===== config.mk =====
export PLATFORM = sky130hd
export DESIGN_NAME = clksyn_regport
export DESIGN_NICKNAME = d
export VERILOG_FILES = /design/src/rtl/clksyn_pkg.sv /design/src/rtl/clksyn_regfile.sv /design/src/rtl/clksyn_decode.sv /design/src/rtl/clksyn_regport.sv
export SDC_FILE = /design/constraint.sdc
export NUM_CORES = 1
export LEC_CHECK = 0
export CAP_MARGIN = 20
export CORE_MARGIN = 3
export CORE_UTILIZATION = 40
export DETAILED_ROUTE_END_ITERATION = 8
export GPL_ROUTABILITY_DRIVEN = 0
export REMOVE_ABC_BUFFERS = 1
export SYNTH_ARGS = -nofsm -noshare
export SYNTH_HDL_FRONTEND = slang
export SYNTH_SLANG_ARGS = --single-unit

===== constraint.sdc =====
create_clock -name clk -period 2.6 [get_ports clk]
set_input_delay 0.65 -clock clk [delete_from_list [all_inputs] [get_ports clk]]
set_output_delay 0.65 -clock clk [all_outputs]
set_load 0.05 [all_outputs]

===== src/rtl/clksyn_pkg.sv =====
// Shared constants and decode helpers for the clock synthesizer register port.
// Assumes an 8-bit host bus and a 6-bit register index.
package clksyn_pkg;
    localparam int IDX_W        = 6;
    localparam int IDX_GEN      = 1;
    localparam int IDX_REF      = 2;
    localparam int IDX_VCTL     = 3;
    localparam int IDX_MEMFB    = 4;
    localparam int IDX_POST     = 5;
    localparam int IDX_FB_BASE  = 6;
    localparam int IDX_EXT      = 10;
    localparam int EXT_MULT_BIT = 3;

    typedef enum logic [1:0] {
        PORT_ADDR = 2'd0,
        PORT_DATA = 2'd1,
        PORT_CSEL = 2'd2,
        PORT_NONE = 2'd3
    } port_e;

    // Memory post-divider code to divide ratio; 0 marks an unsupported code.
    function automatic logic [3:0] mem_post_ratio(input logic [2:0] code);
        case (code)
            3'd0:    return 4'd1;
            3'd1:    return 4'd2;
            3'd2:    return 4'd4;
            3'd3:    return 4'd8;
            3'd4:    return 4'd3;
            default: return 4'd0;
        endcase
    endfunction
endpackage


===== src/rtl/clksyn_regfile.sv =====
// Byte register file behind the data port.
// A data write takes effect only while the latched write-enable flag is set.
// Indices outside the map read as zero and drop writes.
module clksyn_regfile
    import clksyn_pkg::*;
#(
    parameter int          NUM_PIX = 4,
    parameter logic [7:0]  FB_RST  = 8'd128
) (
    input  logic                    clk,
    input  logic                    rst_n,
    input  logic                    wr_stb,
    input  logic                    wr_en_flag,
    input  logic [IDX_W-1:0]        idx,
    input  logic [7:0]              wdata,
    output logic [7:0]              rdata,
    output logic [7:0]              ref_q,
    output logic [7:0]              memfb_q,
    output logic [7:0]              post_q,
    output logic [7:0]              ext_q,
    output logic [7:0]              gen_q,
    output logic [7:0]              vctl_q,
    output logic [NUM_PIX-1:0][7:0] fb_q
);
    logic commit;
    assign commit = wr_stb & wr_en_flag;

    // Load the scalar control and divider registers.
    always_ff @(posedge clk) begin
        if (!rst_n) begin
            ref_q   <= '0;
            memfb_q <= '0;
            post_q  <= '0;
            ext_q   <= '0;
            gen_q   <= '0;
            vctl_q  <= '0;
        end else if (commit) begin
            case (idx)
                IDX_W'(IDX_GEN):   gen_q   <= wdata;
                IDX_W'(IDX_REF):   ref_q   <= wdata;
                IDX_W'(IDX_VCTL):  vctl_q  <= wdata;
                IDX_W'(IDX_MEMFB): memfb_q <= wdata;
                IDX_W'(IDX_POST):  post_q  <= wdata;
                IDX_W'(IDX_EXT):   ext_q   <= wdata;
                default: ;
            endcase
        end
    end

    // One feedback divider per pixel clock at consecutive indices.
    for (genvar g = 0; g < NUM_PIX; g++) begin : g_fb
        localparam logic [IDX_W-1:0] MY_IDX = IDX_W'(IDX_FB_BASE + g);
        // Load this pixel clock's feedback divider.
        always_ff @(posedge clk) begin
            if (!rst_n)
                fb_q[g] <= FB_RST;
            else if (commit && idx == MY_IDX)
                fb_q[g] <= wdata;
        end
    end

    // Select the register named by the index for the data port read.
    always_comb begin
        rdata = '0;
        case (idx)
            IDX_W'(IDX_GEN):   rdata = gen_q;
            IDX_W'(IDX_REF):   rdata = ref_q;
            IDX_W'(IDX_VCTL):  rdata = vctl_q;
            IDX_W'(IDX_MEMFB): rdata = memfb_q;
            IDX_W'(IDX_POST):  rdata = post_q;
            IDX_W'(IDX_EXT):   rdata = ext_q;
            default: ;
        endcase
        for (int k = 0; k < NUM_PIX; k++)
            if (idx == IDX_W'(IDX_FB_BASE + k)) rdata = fb_q[k];
    end

    logic [6*8+NUM_PIX*8-1:0] snapshot;
    assign snapshot = {ref_q, memfb_q, post_q, ext_q, gen_q, vctl_q, fb_q};

    // a data write with the flag clear changes no register.
    p_locked_hold_r3: assert property (@(posedge clk) disable iff (!rst_n)
        (wr_stb && !wr_en_flag) |=> $stable(snapshot));

    // an enabled write to the first feedback index loads that divider.
    p_fb_load_r4: assert property (@(posedge clk) disable iff (!rst_n)
        (wr_stb && wr_en_flag && idx == IDX_W'(IDX_FB_BASE)) |=> fb_q[0] == $past(wdata));
endmodule


===== src/rtl/clksyn_decode.sv =====
// Turns stored divider codes into ratios for the loop logic.
// Assumes 2-bit pixel post-divider fields packed in one byte.
module clksyn_decode
    import clksyn_pkg::*;
#(
    parameter int NUM_PIX = 4,
    localparam int SEL_W  = $clog2(NUM_PIX)
) (
    input  logic [SEL_W-1:0]        sel,
    input  logic [7:0]              post_q,
    input  logic [7:0]              ext_q,
    input  logic [NUM_PIX-1:0][7:0] fb_q,
    output logic [7:0]              pix_fb_div,
    output logic [3:0]              pix_post_div,
    output logic [3:0]              mem_post_div,
    output logic [2:0]              mem_fb_mult
);
    logic [1:0] field;

    // Pick the active pixel clock's divider settings.
    always_comb begin
        pix_fb_div   = fb_q[sel];
        field        = post_q[2*sel +: 2];
        pix_post_div = 4'd1 << field;
    end

    // Decode the memory clock's post divider and feedback multiplier.
    always_comb begin
        mem_post_div = mem_post_ratio(ext_q[2:0]);
        mem_fb_mult  = ext_q[EXT_MULT_BIT] ? 3'd4 : 3'd2;
    end
endmodule


===== src/rtl/clksyn_regport.sv =====
// Indirect host access port for the clock synthesizer registers.
// Holds the address byte and the pixel-clock select, and routes reads.
// Assumes a single-cycle write strobe and a combinational read.
module clksyn_regport
    import clksyn_pkg::*;
#(
    parameter int         NUM_PIX = 4,
    parameter logic [7:0] FB_RST  = 8'd128
) (
    input  logic       clk,
    input  logic       rst_n,
    input  logic       bus_wr,
    input  logic [1:0] bus_port,
    input  logic [7:0] bus_wdata,
    output logic [7:0] bus_rdata,
    output logic [7:0] ref_div,
    output logic [7:0] mem_fb_div,
    output logic [2:0] mem_fb_mult,
    output logic [3:0] mem_post_div,
    output logic [1:0] pix_sel,
    output logic [7:0] pix_fb_div,
    output logic [3:0] pix_post_div,
    output logic [7:0] gen_ctl,
    output logic [7:0] pix_ctl
);
    localparam int SEL_W = $clog2(NUM_PIX);

    logic [7:0]              addr_q;
    logic [SEL_W-1:0]        sel_q;
    logic [7:0]              reg_rdata;
    logic [7:0]              post_q, ext_q;
    logic [NUM_PIX-1:0][7:0] fb_q;
    port_e                   port;

    assign port = port_e'(bus_port);

    // Latch the address byte and the pixel-clock select.
    always_ff @(posedge clk) begin
        if (!rst_n) begin
            addr_q <= '0;
            sel_q  <= '0;
        end else if (bus_wr) begin
            if (port == PORT_ADDR) addr_q <= bus_wdata;
            if (port == PORT_CSEL) sel_q  <= bus_wdata[SEL_W-1:0];
        end
    end

    clksyn_regfile #(.NUM_PIX(NUM_PIX), .FB_RST(FB_RST)) i_regs (
        .clk        (clk),
        .rst_n      (rst_n),
        .wr_stb     (bus_wr && port == PORT_DATA),
        .wr_en_flag (addr_q[1]),
        .idx        (addr_q[7:2]),
        .wdata      (bus_wdata),
        .rdata      (reg_rdata),
        .ref_q      (ref_div),
        .memfb_q    (mem_fb_div),
        .post_q     (post_q),
        .ext_q      (ext_q),
        .gen_q      (gen_ctl),
        .vctl_q     (pix_ctl),
        .fb_q       (fb_q)
    );

    clksyn_decode #(.NUM_PIX(NUM_PIX)) i_dec (
        .sel          (sel_q),
        .post_q       (post_q),
        .ext_q        (ext_q),
        .fb_q         (fb_q),
        .pix_fb_div   (pix_fb_div),
        .pix_post_div (pix_post_div),
        .mem_post_div (mem_post_div),
        .mem_fb_mult  (mem_fb_mult)
    );

    assign pix_sel = 2'(sel_q);

    // Route the selected port to the read bus.
    always_comb begin
        case (port)
            PORT_ADDR: bus_rdata = addr_q;
            PORT_DATA: bus_rdata = reg_rdata;
            PORT_CSEL: bus_rdata = 8'(sel_q);
            default:   bus_rdata = '0;
        endcase
    end

    // an address-port write is held as the address byte.
    p_addr_latch_r1: assert property (@(posedge clk) disable iff (!rst_n)
        (bus_wr && bus_port == 2'd0) |=> addr_q == $past(bus_wdata));

    // a select-port write moves the active pixel clock.
    p_sel_follow_r7: assert property (@(posedge clk) disable iff (!rst_n)
        (bus_wr && bus_port == 2'd2) |=> pix_sel == $past(bus_wdata[1:0]));
endmodule


==> results of run 1 <==
==> cell type report <==
cell class / count / area [µm²] / area share, %
multi-input combinational: 355 / 3150 / 45.8
sequential: 90 / 1810 / 26.3
clock buffer: 12 / 256 / 3.73
inverter: 4 / 15.0 / 0.218
clock inverter: 3 / 15.0 / 0.218
timing repair buffer: 142 / 1450 / 21.1
tap: 143 / 179 / 2.60
==> final timing paths <==
check / from / endpoint / slack (ns) / cells past startpoint
max reg2reg: addr_q[6]$_SDFFE_PN0P_ / i_regs.memfb_q[4]$_SDFFE_PN0P_ / 0.40 / 8
min reg2reg: i_regs.ext_q[6]$_SDFFE_PN0P_ / i_regs.ext_q[6]$_SDFFE_PN0P_ / 0.49 / 2
min: i_regs.ext_q[6]$_SDFFE_PN0P_ / i_regs.ext_q[6]$_SDFFE_PN0P_ / 0.49 / 2
max: addr_q[6]$_SDFFE_PN0P_ / bus_rdata[0] / -0.29 / 7
==> routing by layer <==
layer | wire length (µm) | GRT usage (%) | up-vias
met5 | 0 | 0 | -
met4 | 250 | 5.65 | 0
met3 | 907 | 5.43 | 17
met2 | 6980 | 36.4 | 124
met1 | 6890 | 31.3 | 2015
li1 | - | - | 2005
==> state kept, by name (all words and copies together) (netlist names) <==
register / cells
addr_q: 8
i_regs.ext_q: 8
i_regs.fb_q: 32
i_regs.gen_q: 8
i_regs.memfb_q: 8
i_regs.post_q: 8
i_regs.ref_q: 8
i_regs.vctl_q: 8
pix_sel: 2
==> placed cells by master, fill, tap and decap left out, types with 3 or more instances in the layout <==
cell	n
nor2_1	13
nand2_1	15
o221ai_2	6
a21boi_0	8
nor3_2	5
a211oi_2	5
nor3_1	13
a2111oi_2	3
a21oi_1	6
clkbuf_16	11
buf_12	16
o221ai_1	5
clkinv_2	3
a21oi_2	3
o31ai_2	3
clkdlybuf4s50_1	49
o31ai_1	3
inv_1	4
nand3_1	14
buf_4	68
nand4b_1	3
mux2i_1	89
nor2b_1	82
dfxtp_2	3
buf_6	5
mux4_2	10
mux2_2	4
dfxtp_1	86
and3_1	7
nand2b_1	9
==> per-stage QoR <==
stage               hold slack (ns)  TNS (ns)
finish                        0.485     -2.02
global route                  0.525     -2.61
CTS                           0.469     -2.51
detailed placement            0.461     -2.85
global placement              0.452     -2.39
floorplan                     0.441     -8.02
==> synthesized netlist by cell type, types with 3 or more instances <==
cell        n
dfxtp_1    90
mux2i_1    89
nor2b_1    83
clkbuf_1   33
nor3_1     18
nand2_1    17
nand3_1    14
nor2_1     14
o221ai_1   13
mux4_2     10
a21oi_1     9
nand2b_1    9
a211oi_1    8
a21boi_0    8
and3_1      7
o31ai_1     7
buf_1       6
buf_2       5
a2111oi_0   4
inv_1       4
mux2_2      4
o22ai_1     4
buf_4       3
nand4b_1    3
==> power groups by stage <==
stage | logic (mW) | clock network, mW | registers (mW)
5_1_grt | 0.348 | 1.28 | 1.39
3_3_place_gp | 0.281 | 0 | 1.42
6_report | 0.331 | 1.20 | 1.39
4_1_cts | 0.314 | 1.23 | 1.39
2_1_floorplan | 0.109 | 0 | 1.44
3_5_place_dp | 0.282 | 0 | 1.42
==> cell families (layout without fill, tap and decap cells) <==
kind of cell	Yosys count	after routing	share of synthesized area [%]
buffers and inverters	52	161	4.58
AOI/OAI and AO/OA	64	64	9.91
DFF	90	90	37.5
xor gates and xnor gates	1	1	0.182
and+or+nand+nor	186	186	23.6
other	1	1	0.0780
muxes	103	103	24.1
==> timing repair <==
item / 4_1_cts / 5_1_grt
hold buffers: 0 / 0
buffers inserted: 6 / 2
cloned: 1 / 1
pin swaps: 10 / 10
endpoints found under the setup margin: 8 / 8
gates resized for setup: 41 / 39
==> critical path, delay by kind of cell, from the launching register on <==
kind	cells	cell delay [ns]
and+or+nand+nor	2	0.62
buffers and inverters	3	0.48
AOI/OAI and AO/OA	2	0.47
DFF	1	0.33
==> results.tsv, run 1 <==
metric	value	unit
outcome	finished with violations	
power per cell area	426	nW/µm²
aggregate global routing overflow	0	
die area	13400	µm²
Post-Synthesis Cells	497	
Internal Pwr Total	2.22	mW
Clk pwr share	41.2	%
Final HPWL DP	10400	µm
CTS tree	done	
failing checks	setup timing	
Final nets	615	
ys flop type	dfxtp_1	
initial antenna violation count	0	
input/output buffers	72	
io pins	74	
leak pwr	2.50	nW
unrepaired setup endpoints after global routing	yes	
drt wl/cell	20.1	µm
VDD IR-drop max	339	µV
Max FO, Critical Path	5	
Final ANT Viol Nets	0	
# DRC	0	
Worst-Margin Slew	0.717	ns
CTS buffer count	9	
post-layout util	59.4	%
Finished Cell Area	6870	µm²
vias in the first global route	4238	
clock tree buffer depth	2	
Pre-antenna DRT Iters	5	
Die H	116	µm
HP Class	register to register	
worst path required time	1.95	ns
cell area after synthesis	4810	µm²
vias per cell	5.56	
mean post-synth cell area	9.68	µm²
Cells after DPL	728	
slowest cell on the critical path	or4b_4	
clk_lat worst skew	0.34	ns
Max Fclk	346	MHz
Vias	4161	
crit path setup slack, layout	-0.292	ns
Die W	116	µm
Synth Register Bits	90	
FFs w/ async S/R, synth	0	%
CP endpoint kind	primary output	
Core Region	11600	µm²
Detailed Route Iter0 Violations	283	
worst clock skew	0.00767	ns
Reg power frac	47.5	%
startpoint types	register	
Setup Viol. Count Final	8	
fraction of layout cells with a size suffix above 1	29.9	%
min cycle time layout	2.89	ns
Max Cap Violations	0	
non-filler instance count after layout	749	
combinational share of power	11.3	%
Sw Pwr	705	µW
Crit Path Category	register to primary output	
WL final	15000	µm
EDFF count, synth	0	
Power Total	2.93	mW
Pins Over Slew Limit	0	
clock root cell	clkbuf_16	
synthesis-to-layout area growth	42.9	%
critical path arrival	2.24	ns
Cell Chain, Critical Path	or4b_4 > buf_8 > a211oi_2 > buf_4 > nor3_1 > o211ai_1 > buf_12	
post-synthesis sequential area ratio	37.5	%
placed inst area	6140	µm²
period utilization	111	%
Antenna diodes	0	
Ys Warns	0	
row cnt	39	
Clk pin slew, worst setup/hold paths	0.06	ns
largest net degree at the start of global routing	36	
global-route wire length before repair	23300	µm
area leader, netlist	dfxtp_1	
Yosys top cell area share	37.5	%
GRT Total Usage	22.8	%
relative slew slack	52.1	%
Clock Sinks	90	
Initial Utilization	41.6	%
CP max stage delay	0.56	ns
top post-synthesis cells by area	dfxtp_1 37%, mux2i_1 19%, nor2b_1 11%, mux4_2 4.7%, clkbuf_1 2.6%	
Filler Cell Count	1005	
Net Sw Frac	24.1	%
H-Tree Depth	3	
post-synthesis cell type count	46	
Hold Vio Cnt, Final	0	
pre-CTS setup slack	-0.401	ns
Note: power is estimated with default switching activity, not from simulation.
==> run 2, diff against run 1 <==
Clock period 2.6 ns to 3.23 ns, I/O delays scaled along.
==> results.tsv, run 2 (synthesized netlist as in run 1, its figures left out) <==
metric	value	unit	change
outcome	completed		was finished with violations
initial antenna violation count	0		unchanged
met1 Track Usage GR	31.3	%	about the same
Max Cap Violations	0		unchanged
grt peak-use layer	met2		unchanged
Crit Path Category	register to primary output		unchanged
clock tree buffer depth	2		unchanged
clock root cell	clkbuf_16		unchanged
relative slew slack	49.4	%	was 52.1%
Die W	116	µm	unchanged
Max Fclk	314	MHz	
CTS buffer count	9		unchanged
Reg with most FFs	i_regs.fb_q		unchanged
met2 Use GR	34.2	%	was 36.4%
slowest cell on the critical path	or4b_1		was or4b_4
vias per cell	5.63		was 5.56
# DRC	0		unchanged
clk_lat worst skew	0.35	ns	was 0.34 ns
Core Region	11600	µm²	unchanged
GRT Total Usage	22.3	%	was 22.8%
unrepaired setup endpoints after global routing	yes		unchanged
power per cell area	389	nW/µm²	was 426 nW/µm²
hold slack final	0.474	ns	was 0.485 ns
vias in the first global route	3982		was 4238
die area	13400	µm²	unchanged
Cells after DPL	705		was 728
H-Tree Depth	3		unchanged
global-route wire length before repair	22700	µm	was 23300 µm
input/output buffers	72		unchanged
Antenna diodes	0		unchanged
Hold Vio Cnt, Final	0		unchanged
worst clock skew	0.00567	ns	was 0.00767 ns
min cycle time layout	3.19	ns	
Final HPWL DP	10200	µm	was 10400 µm
Pins Over Slew Limit	0		unchanged
period utilization	98.7	%	
Pre-antenna DRT Iters	5		unchanged
placed inst area	5930	µm²	was 6140 µm²
row cnt	39		unchanged
synthesis-to-layout area growth	32.6	%	was 42.9%
crit path setup slack, layout	0.0426	ns	was -0.292 ns
CP endpoint kind	primary output		unchanged
WL final	14700	µm	was 15000 µm
Cell Chain, Critical Path	or4b_1 > nor2_1 > buf_6 > a2111oi_0 > buf_4 > o22ai_2 > buf_12		was or4b_4 > buf_8 > a211oi_2 > buf_4 > nor3_1 > o211ai_1 > buf_12
crit path from	addr_q[4]$_SDFFE_PN0P_		was addr_q[6]$_SDFFE_PN0P_
io pins	74		unchanged
aggregate global routing overflow	0		unchanged
Filler Cell Count	1059		was 1005
HP Class	register to register		unchanged
area of the multi-input gates	2890	µm²	was 3150 µm²
Power Total	2.48	mW	was 2.93 mW
Detailed Route Iter0 Violations	251		was 283
pre-CTS setup slack	-0.111	ns	was -0.401 ns
Vias	4063		was 4161
Initial Utilization	41.6	%	unchanged
worst path required time	2.42	ns	was 1.95 ns
Die H	116	µm	unchanged
register area	1810	µm²	unchanged
Final nets	587		was 615
CTS Hold Bufs	0		unchanged
max reg flops	32		unchanged
Setup Viol. Count Final	0		was 8
fraction of layout cells with a size suffix above 1	19.9	%	was 29.9%
startpoint types	register		unchanged
critical path arrival	2.38	ns	was 2.24 ns
Worst R2R Start	addr_q[2]$_SDFFE_PN0P_		was addr_q[6]$_SDFFE_PN0P_
most common cell after layout, fill and taps aside	mux2i_1		unchanged
Max FO, Critical Path	13		was 5
drt wl/cell	20.4	µm	was 20.1 µm
non-filler instance count after layout	722		was 749
CP max stage delay	0.58	ns	was 0.56 ns
hold_sp	i_regs.ext_q[4]$_SDFFE_PN0P_		was i_regs.ext_q[6]$_SDFFE_PN0P_
Worst-Margin Slew	0.757	ns	was 0.717 ns
most frequent cells in the layout	89 x mux2i_1, 86 x dfxtp_1, 81 x nor2b_1		was 89 x mux2i_1, 86 x dfxtp_1, 82 x nor2b_1
Clock Sinks	90		unchanged
Clk pin slew, worst setup/hold paths	0.06	ns	about the same
Final ANT Viol Nets	0		unchanged
Finished Cell Area	6380	µm²	was 6870 µm²
CTS tree	done		unchanged
leak pwr	2.31	nW	was 2.50 nW
met3 Use GR	5.48	%	was 5.43%
VDD IR-drop max	343	µV	was 339 µV
largest net degree at the start of global routing	37		was 36
[run 2: worst max-delay path, delay by kind of cell, from the launching register on]
| family | cells | cell delay (ns) |
|---|---|---|
| simple gates | 2 | 0.83 |
| compound gates | 2 | 0.31 |
| flops | 1 | 0.37 |
| buf+inv | 3 | 0.53 |
[run 2: cell type report]
| class | count | area share, % |
|---|---|---|
| Multi-Input combinational cell | 355 | 45.3 |
| Sequential cell | 90 | 28.4 |
| Timing Repair Buffer | 114 | 18.3 |
| Clock inverter | 5 | 1.22 |
| Clock buffer | 11 | 3.81 |
| Inverter | 4 | 0.235 |
| Tap cell | 143 | 2.81 |
[run 2: routing by layer]
metal	wire (µm)	part of all wire, %
met1	6690	46
met2	6710	46
met3	1050	7.1
met4	245	1.7
met5	0	0
[run 2: repair_timing]
item                       4_1_cts  5_1_grt
pin swaps                        1        3
setup endpoints to repair        8        8
resized for setup               15       16
cloned                           0        0
setup buffers                    1        0
[run 2: path summary, 6_finish.rpt]
kind / slack, ns / end / cells past startpoint
worst max-delay path: 0.04 / bus_rdata[6] / 7
worst min register to register: 0.47 / i_regs.ext_q[4]$_SDFFE_PN0P_ / 2
worst min-delay path: 0.47 / i_regs.ext_q[4]$_SDFFE_PN0P_ / 2
worst max register to register: 1.00 / i_regs.vctl_q[4]$_SDFFE_PN0P_ / 4
[run 2: where the power goes]
group	internal, mW	switching (mW)	total (mW)	leakage [nW]
sequential	1.11	0.00872	1.12	0.728
combinational	0.0970	0.130	0.226	1.43
clock	0.696	0.435	1.13	0.156
[run 2: through the flow]
step                      utilization (%)  setup TNS (ns)
after global routing                 55.1          -0.121
final                                55.1               0
after CTS                            54.5               0
after global placement               51.2         -0.0590
after detailed placement             51.2          -0.499
after floorplan                         -           -3.09
==> run 3, diff against run 2 <==
Settings changed: CAP_MARGIN 20 to unset, GPL_TIMING_DRIVEN set to 0.
==> results.tsv, run 3 (synthesized netlist as in run 1, its figures left out) <==
metric	value	unit	change
outcome	completed		unchanged
reg2reg path depth	4		unchanged
hold-critical path depth	2		unchanged
Clk pin slew, worst setup/hold paths	0.06	ns	about the same
unrepaired setup endpoints after global routing	no		was yes
critical path arrival	2.37	ns	was 2.38 ns
area of the multi-input gates	2900	µm²	was 2890 µm²
vias in the first global route	3996		was 3982
row cnt	39		unchanged
global-route wire length before repair	22800	µm	was 22700 µm
Hold Vio Cnt, Final	0		unchanged
register area	1820	µm²	was 1810 µm²
max reg flops	32		unchanged
WL final	14700	µm	about the same
Clock Sinks	90		unchanged
Max FO, Critical Path	14		was 13
drt wl/cell	21.2	µm	was 20.4 µm
clock root cell	clkbuf_16		unchanged
relative slew slack	43.3	%	was 49.4%
period utilization	98.3	%	was 98.7%
CP endpoint kind	primary output		unchanged
CTS buffer count	9		unchanged
CTS tree	done		unchanged
synthesis-to-layout area growth	26.1	%	was 32.6%
Final HPWL DP	9360	µm	was 10200 µm
most used cell, CP	buf_4		
Final nets	558		was 587
CP max stage delay	0.60	ns	was 0.58 ns
Finished Cell Area	6070	µm²	was 6380 µm²
H-Tree Depth	3		unchanged
Vias	4072		was 4063
leak pwr	2.15	nW	was 2.31 nW
# DRC	0		unchanged
VDD IR-drop max	217	µV	was 343 µV
fraction of layout cells with a size suffix above 1	15.8	%	was 19.9%
largest net degree at the start of global routing	49		was 37
Initial Utilization	41.6	%	unchanged
Crit Path Category	register to primary output		unchanged
Filler Cell Count	1069		was 1059
initial antenna violation count	0		unchanged
Pre-antenna DRT Iters	5		unchanged
most common cell after layout, fill and taps aside	mux2i_1		unchanged
most frequent cells in the layout	89 x mux2i_1, 82 x dfxtp_1, 81 x nor2b_1		was 89 x mux2i_1, 86 x dfxtp_1, 81 x nor2b_1
vias per cell	5.88		was 5.63
slowest cell on the critical path	or4b_4		was or4b_1
min cycle time layout	3.18	ns	was 3.19 ns
Worst-Margin Slew	0.844	ns	was 0.757 ns
Final ANT Viol Nets	0		unchanged
placed inst area	5520	µm²	was 5930 µm²
HP Class	register to register		unchanged
die area	13400	µm²	unchanged
Core Region	11600	µm²	unchanged
clk_lat worst skew	0.34	ns	was 0.35 ns
io pins	74		unchanged
aggregate global routing overflow	0		unchanged
Die W	116	µm	unchanged
startpoint types	register		unchanged
power per cell area	404	nW/µm²	was 389 nW/µm²
Setup TNS Final	0	ns	unchanged
Power Total	2.45	mW	was 2.48 mW
Max Fclk	315	MHz	was 314 MHz
worst clock skew	0.00790	ns	was 0.00567 ns
GRT Total Usage	22.1	%	was 22.3%
Reg with most FFs	i_regs.fb_q		unchanged
Die H	116	µm	unchanged
hold slack final	0.473	ns	was 0.474 ns
Setup Viol. Count Final	0		unchanged
Cell Chain, Critical Path	or4b_4 > nor2_4 > buf_4 > a2111oi_2 > o22ai_1 > buf_4		was or4b_1 > nor2_1 > buf_6 > a2111oi_0 > buf_4 > o22ai_2 > buf_12
post-layout util	52.5	%	was 55.1%
Pins Over Slew Limit	0		unchanged
worst path required time	2.42	ns	about the same
Antenna diodes	0		unchanged
Max Cap Violations	0		unchanged
Detailed Route Iter0 Violations	336		was 251
clock tree buffer depth	2		unchanged
input/output buffers	72		unchanged
run 3: routing by layer:
layer / vias up / share of wire, % / wire, µm / GRT usage (%)
met5: - / 0 / 0 / 0
li1: 1879 / - / - / -
met2: 165 / 46 / 6720 / 34.6
met3: 25 / 6.1 / 897 / 3.60
met4: 0 / 2.2 / 319 / 6.42
met1: 2003 / 46 / 6780 / 31.6
run 3: path summary, 6_finish.rpt:
check | from | to | slack [ns]
setup / recovery | addr_q[5]$_SDFFE_PN0P_ | bus_rdata[5] | 0.05
hold / removal | i_regs.ext_q[7]$_SDFFE_PN0P_ | i_regs.ext_q[7]$_SDFFE_PN0P_ | 0.47
setup reg to reg | addr_q[4]$_SDFFE_PN0P_ | i_regs.gen_q[1]$_SDFFE_PN0P_ | 0.90
hold reg to reg | i_regs.ext_q[7]$_SDFFE_PN0P_ | i_regs.ext_q[7]$_SDFFE_PN0P_ | 0.47
run 3: repair_timing:
item | CTS | global route
buffers inserted | 5 | 6
cloned | 0 | 1
setup endpoints to repair | 20 | 11
gates resized for setup | 82 | 14
pin swaps | 0 | 2
hold buffers | 0 | 0
run 3: worst max-delay path: cells and delay by family, from the launching register on:
kind / cells / cell delay, ns
AOI/OAI and AO/OA: 2 / 0.30
buffers and inverters: 2 / 0.42
DFF: 1 / 0.45
and+or+nand+nor: 2 / 0.86
run 3: layout make-up:
type	count	share of cell area [%]
multi-input combinational	356	47.8
tap	143	2.95
sequential	90	30.1
clock buffer	10	3.77
clock inverter	6	1.48
timing repair buffer	84	13.7
inverter	4	0.247
run 3: power by group:
part | internal [mW] | total [mW] | leakage [nW] | switching, mW
sequential | 1.11 | 1.13 | 0.731 | 0.0198
clock | 0.681 | 1.13 | 0.153 | 0.451
combinational | 0.0740 | 0.189 | 1.27 | 0.115
total | 1.87 | 2.45 | 2.15 | 0.585
run 3: through the flow:
stage / instances / setup slack (ns)
after floorplan: 449 / -0.572
after global placement: 664 / -1.69
after detailed placement: 665 / -1.21
after CTS: 686 / -0.0698
after global routing: 693 / 0.00671
final: 693 / 0.0546
